==> config.mk <==
export PLATFORM = sky130hd
export DESIGN_NAME = gpio_mask_port
export DESIGN_NICKNAME = d
export VERILOG_FILES = /design/src/rtl/gpio_mask_port.sv
export SDC_FILE = /design/constraint.sdc
export NUM_CORES = 1
export LEC_CHECK = 0
export CAP_MARGIN = 10
export CORE_UTILIZATION = 50
export DETAILED_ROUTE_END_ITERATION = 10
export GPL_TIMING_DRIVEN = 0
export HOLD_SLACK_MARGIN = 0.02
export MAX_ROUTING_LAYER = met4
export PLACE_DENSITY = 0.84
export REMOVE_ABC_BUFFERS = 1
export SETUP_SLACK_MARGIN = 0.5
export SYNTH_ARGS = -nofsm -noshare
export SYNTH_HDL_FRONTEND = slang
export SYNTH_SLANG_ARGS = --single-unit
==> constraint.sdc <==
create_clock -name clk -period 3.29 [get_ports clk]
set_input_delay 0.4935 -clock clk [delete_from_list [all_inputs] [get_ports clk]]
set_output_delay 0.4935 -clock clk [all_outputs]
set_load 0.02 [all_outputs]
==> src/rtl/gpio_mask_port.sv <==
module gpio_mask_port #(
  parameter int HALF_W = 16,
  parameter int ADDR_W = 5
) (
  input  logic                  clk,
  input  logic                  rst_n,
  input  logic                  wr_en,
  input  logic [ADDR_W-1:0]     addr,
  input  logic [2*HALF_W-1:0]   wdata,
  output logic [2*HALF_W-1:0]   rdata,
  input  logic [2*HALF_W-1:0]   pin_in,
  output logic [2*HALF_W-1:0]   pin_out,
  output logic [2*HALF_W-1:0]   pin_oe
);
  localparam int NPIN = 2 * HALF_W;
  localparam logic [ADDR_W-1:0] OFS_MK_OUT = ADDR_W'('h00);
  localparam logic [ADDR_W-1:0] OFS_MK_IN  = ADDR_W'('h04);
  localparam logic [ADDR_W-1:0] OFS_LAT_LO = ADDR_W'('h08);
  localparam logic [ADDR_W-1:0] OFS_LAT_HI = ADDR_W'('h0C);
  localparam logic [ADDR_W-1:0] OFS_LEVEL  = ADDR_W'('h10);

  logic [NPIN-1:0]   dir_q;
  logic [NPIN-1:0]   meta_q, sync_q;
  logic [HALF_W-1:0] lat_q [2];

  wire [HALF_W-1:0] wr_mask = wdata[NPIN-1:HALF_W];
  wire [HALF_W-1:0] wr_bits = wdata[HALF_W-1:0];

  always_ff @(posedge clk or negedge rst_n) begin
    if (!rst_n)
      dir_q <= '0;
    else if (wr_en && addr == OFS_MK_OUT)
      dir_q <= dir_q | wdata;
    else if (wr_en && addr == OFS_MK_IN)
      dir_q <= dir_q & ~wdata;
  end

  for (genvar h = 0; h < 2; h++) begin : g_half
    localparam logic [ADDR_W-1:0] OFS_HALF = (h == 0) ? OFS_LAT_LO : OFS_LAT_HI;
    always_ff @(posedge clk or negedge rst_n) begin
      if (!rst_n)
        lat_q[h] <= '0;
      else if (wr_en && addr == OFS_HALF)
        lat_q[h] <= (lat_q[h] & ~wr_mask) | (wr_bits & wr_mask);
    end
  end

  always_ff @(posedge clk or negedge rst_n) begin
    if (!rst_n) begin
      meta_q <= '0;
      sync_q <= '0;
    end else begin
      meta_q <= pin_in;
      sync_q <= meta_q;
    end
  end

  always_comb begin
    case (addr)
      OFS_MK_OUT, OFS_MK_IN: rdata = dir_q;
      OFS_LAT_LO:            rdata = {{HALF_W{1'b0}}, lat_q[0]};
      OFS_LAT_HI:            rdata = {{HALF_W{1'b0}}, lat_q[1]};
      OFS_LEVEL:             rdata = sync_q;
      default:               rdata = '0;
    endcase
  end

  assign pin_out = {lat_q[1], lat_q[0]};
  assign pin_oe  = dir_q;
endmodule

==> qor.csv, run 1 <==
stage;metric;value;unit
run_status;status;finished, final reports clean;
setup_path;r2r setup slk;2420;ps
synthesis;YS warnings;0;
grt;first-pass GRT wire length;23730;um
power_and_ir_drop;PwrDens;623.0;nW/um2
timing;max-slew violation count;0;
placed_design;dpl cells;669;
cts;clock slew at reported path FFs;60;ps
placed_design;PortBufs;167;
cts;clock buffer depth;2;
timing;final setup vio count;0;
drt;routed length per instance;21.17;um
layout;Layout Cells excl Fill;714;
floorplanning;Cell Rows;36;
drt;drt total wl;15120;um
layout;commonest non-fill, non-tap cells in the layout;clkdlybuf4s50_1, dfrtp_1, nand3_1;
hold_path;Hold WC Path Type;reg2reg;
layout;commonest non-fill, non-tap cell in the layout;clkdlybuf4s50_1;
grt;vias in the first global route;4309;
setup_path;Data arrival, critical path;2300;ps
drt;Initial DRT Pass Iterations;4;
setup_path;crit start category;input port;
power_and_ir_drop;Final Power;4.863;mW
cts;CTS tree;yes;
timing;Tcrit/Tclk final;84.91;%
drt;Vias;4020;
timing;fmax;0.3580;GHz
synthesis;synthesized area per cell;13.24;um2
floorplanning;chip width;104.0;um
drt;Final ANT Viol Nets;0;
cts;Worst-Skew Late Latency;510;ps
synthesis;post-synthesis sequential area ratio;61.57;%
floorplanning;Die Span Y;104.0;um
floorplanning;die area;10820;um2
grt;total track usage;30.13;%
placed_design;HPWL after DPL;8919;um
layout;share of cells above drive strength 1;14.46;%
cts;clk root buf;clkbuf_8;
cts;H-tree depth;4;
drt;initial drt markers;258;
drt;# DRC;0;
power_and_ir_drop;Peak VDD IR;0.3909;mV
placed_design;worst slack at placement;-1580;ps
setup_path;Worst EP required;2800;ps
setup_path;CP endpoint kind;output port;
layout;Layout area overhead;50.05;%
layout;ANT cells;0;
setup_path;Critical Path Fanout Max;8;
timing;final hold violations;0;
grt;Remaining Overflow, GRT;0;
floorplanning;num ports;168;
timing;Slew headroom;36.24;%
synthesis;Cell variety after synth;26;
timing;Worst Max-Slew Pin Slew;956.4;ps
floorplanning;initial core utilization;52.50;%
run;max_cap viols;0;
setup_path;WS Path Type;in2out;
layout;Final nets;640;
timing;RSZ-0062 raised after global routing;false;
cts;total CTS buffers;17;
hold_path;HP Start;meta_q[21];
drt;Via density;5.630;
timing;PnR worst setup slack;496.3;ps
synthesis;cell area after synthesis;5202;um2
power_and_ir_drop;Leak Pwr;3.822;nW
grt;largest net degree at the start of global routing;67;
placed_design;GPL Wtd Cong;0.7844;
floorplanning;core area;9910;um2
cts;clk sinks;128;
grt;initial antenna violation count;0;
timing;crit path time final;2794;ps
synthesis;Synth Instances;393;
timing;Setup Skew;3.550;ps
setup_path;Register-to-Register Path Depth;1;
hold_path;hold depth;0;
hold_path;Worst Hold End;sync_q[21];
synthesis;synthesized flop and latch total;128;
## critical path, stage by stage
cell and delay, ps:
clkdlybuf4s15_2 320, or4b_4 700, o22ai_1 160, clkdlybuf4s50_1 620
## per-layer routing
layer	vias up	GRT usage [%]	wire, um
met5	-	-	0
li1	1747	-	-
met4	0	12.35	301
met3	23	7.018	989
met1	2057	36.71	6062
met2	193	48.62	7763
## how the worst max path moves through the flow
stage	from	endpoint	slack (ps)	cells past startpoint
floorplan	addr[4]	register	-310	3
global placement	rst_n	meta_q[3]	-3110	1
detailed placement	addr[4]	rdata[17]	-1580	5
CTS	addr[0]	rdata[25]	370	7
global route	addr[0]	rdata[3]	490	4
finish	addr[0]	rdata[3]	500	4
## synth_stat cells (all sizes together)
library cell,instances,area share [%]
mux2,32,7.6
mux2i,48,9.2
a21oi,1,0.096
clkbuf,15,1.1
a2bb2oi,15,2.5
nand3,64,7.1
or3,1,0.12
inv,32,2.3
nor2,1,0.072
nor4b,1,0.46
a22o,17,2.9
and2,1,0.12
or4b,1,0.19
dfrtp,128,62
and4bb,1,0.24
nor3,2,0.29
nor2b,2,0.24
o22ai,15,1.8
nor4,1,0.24
buf,15,1.8
## stage by stage
stage | hold WS (ps) | cell area, um2 | util [%] | setup TNS, ps
2_1_floorplan | 197.9 | 5054 | - | -14610
3_3_place_gp | 331.7 | 6892 | 69.55 | -648410
3_5_place_dp | 334.7 | 7034 | 70.98 | -39380
4_1_cts | 343.2 | 7761 | 78.32 | 0
5_1_grt | 353.5 | 7806 | 78.78 | 0
6_report | 341.9 | 7806 | 78.78 | 0
## timing repair
item | 4_1_cts | 5_1_grt
buffers inserted | 7 | 4
setup endpoints to repair | 34 | 10
gates resized for setup | 44 | 6
gates cloned | 1 | 0
hold buffers | 1 | 0
pin swaps | 4 | 3
hold endpoints to repair | 62 | 0
## where the power goes
part           internal, mW  total (mW)  switching (mW)
sequential             1.74        1.86           0.116
combinational         0.458       0.925           0.468
clock                  1.37        2.08           0.704
## cell families (layout without fill, tap and decap cells)
| family | count (synthesis) | in the layout | share of synthesized area (%) |
|---|---|---|---|
| AO/OA/AOI/OAI | 48 | 48 | 7.287 |
| flip-flops | 128 | 128 | 61.57 |
| buffers and inverters | 62 | 249 | 5.171 |
| AND/OR/NAND/NOR | 75 | 76 | 9.091 |
| multiplexers | 80 | 80 | 16.88 |
## layout make-up
cell class              count  area, um2
flip-flops and latches    128       3203
fillers                   601       2103
repair buffers            185       1871
multi-input cells         204       1785
clock buffers              20      455.4
clock inverters            12      205.2
well taps                 133      166.4
inverters                  32      120.1
No activity file was read; power rests on OpenSTA's default activity.
==> run 2, diff against run 1 <==
CORE_UTILIZATION = 42   (was 50)
PLACE_DENSITY = 0.75   (was 0.84)
clock period = 2.5 ns   (was 3.29 ns; I/O delays follow)
==> qor.csv, run 2 (synthesized netlist as in run 1, its figures left out) <==
stage;metric;value;unit
run_status;status;finished, final reports clean;
grt;initial antenna violation count;0;
cts;Worst-Skew Late Latency;410;ps
floorplanning;Die Span Y;113.3;um
setup_path;CP endpoint kind;output port;
cts;CTS tree;yes;
placed_design;Placed Area;7074;um2
timing;PnR worst setup slack;493.4;ps
grt;largest net degree at the start of global routing;85;
setup_path;CP startpoint;addr[1];
setup_path;Register-to-Register Path Depth;1;
grt;Remaining Overflow, GRT;0;
timing;Tcrit/Tclk final;80.27;%
layout;Layout fillers;920;
layout;ANT cells;0;
timing;final setup vio count;0;
setup_path;Worst EP required;2120;ps
setup_path;Critical Path Fanout Max;8;
cts;clock buffer depth;2;
timing;Slew headroom;35.41;%
drt;Vias;3966;
grt;total track usage;25.41;%
drt;Initial DRT Pass Iterations;5;
placed_design;HPWL after DPL;9079;um
placed_design;GPL Wtd Cong;0.7498;
placed_design;worst slack at placement;-2152;ps
hold_path;HP Start;addr[2];
setup_path;WS Path Type;in2out;
drt;Via density;5.239;
timing;fmax;0.4983;GHz
layout;share of cells above drive strength 1;22.07;%
timing;Setup Skew;8.702;ps
floorplanning;Cell Rows;40;
timing;max-slew violation count;0;
power_and_ir_drop;Peak VDD IR;0.3538;mV
floorplanning;chip width;113.3;um
timing;Worst Max-Slew Pin Slew;968.8;ps
cts;clk root buf;clkbuf_16;
layout;post-layout util;65.45;%
layout;commonest non-fill, non-tap cells in the layout;clkdlybuf4s50_1, dfrtp_1, nand3_1;
layout;final instance area;7894;um2
run;max_cap viols;0;
cts;total CTS buffers;17;
timing;final hold violations;0;
floorplanning;core area;12060;um2
cts;clock slew at reported path FFs;60;ps
timing;crit path time final;2007;ps
drt;drt total wl;14890;um
layout;area of the multi-input gates;1854;um2
layout;Final nets;648;
power_and_ir_drop;Final Power;6.182;mW
hold_path;hold depth;2;
cts;clk sinks;128;
floorplanning;die area;12840;um2
floorplanning;initial core utilization;43.13;%
drt;Final ANT Viol Nets;0;
cts;H-tree depth;4;
grt;first-pass GRT wire length;23450;um
floorplanning;num ports;168;
placed_design;PortBufs;167;
power_and_ir_drop;Leak Pwr;3.746;nW
grt;vias in the first global route;4231;
setup_path;r2r setup slk;1660;ps
drt;routed length per instance;19.67;um
hold_path;Hold WC Path Type;in2reg;
layout;Layout area overhead;51.73;%
setup_path;crit start category;input port;
setup_path;Data arrival, critical path;1630;ps
drt;initial drt markers;169;
layout;Register Area;3203;um2
layout;commonest non-fill, non-tap cell in the layout;clkdlybuf4s50_1;
drt;# DRC;0;
timing;RSZ-0062 raised after global routing;true;
power_and_ir_drop;PwrDens;783.2;nW/um2
[run 2: metrics by stage]
step | setup TNS, ps | hold slack, ps | instances
2_1_floorplan | -59190 | 79.41 | 363
6_report | 0 | 333.3 | 757
4_1_cts | 0 | 329.6 | 757
5_1_grt | 0 | 331.9 | 757
3_3_place_gp | -831780 | 331.3 | 698
3_5_place_dp | -92130 | 327.6 | 704
[run 2: worst max-delay path by stage]
stage | to | cells after the start
CTS | rdata[14] | 7
floorplan | register | 3
finish | rdata[13] | 5
global placement | meta_q[15] | 1
global route | rdata[13] | 5
detailed placement | rdata[24] | 5
[run 2: repair_timing]
| item | 4_1_cts | 5_1_grt |
|---|---|---|
| endpoints found under the setup margin | 96 | 22 |
| resized for setup | 169 | 24 |
| hold buffers | 1 | 0 |
| setup buffers | 15 | 0 |
| endpoints found under the hold margin | 44 | 0 |
| pin swaps | 6 | 4 |
| gates cloned | 5 | 0 |
[run 2: worst max-delay path: stages]
cell,delay (ps)
buf_4,170
or4b_4,600
buf_12,160
o22ai_1,140
buf_4,180
[run 2: metal layers]
metal / part of all wire (%) / global-route usage (%) / vias up
li1: - / - / 1766
met3: 5.9 / 5.249 / 29
met4: 2.5 / 10.26 / 0
met2: 48 / 39.18 / 169
met5: 0 / - / -
met1: 43 / 32.92 / 2002
[run 2: report_power, final]
group	switching, mW	total (mW)	internal (mW)
sequential	0.147	2.44	2.30
clock	0.903	2.50	1.59
combinational	0.620	1.24	0.622
[run 2: layout make-up]
type / instances / share of cell area (%)
clock buffers: 19 / 5.611
clock inverters: 13 / 2.076
inverters: 32 / 1.522
multi-input cells: 207 / 23.49
flip-flops and latches: 128 / 40.58
well taps: 168 / 2.663
repair buffers: 190 / 24.06
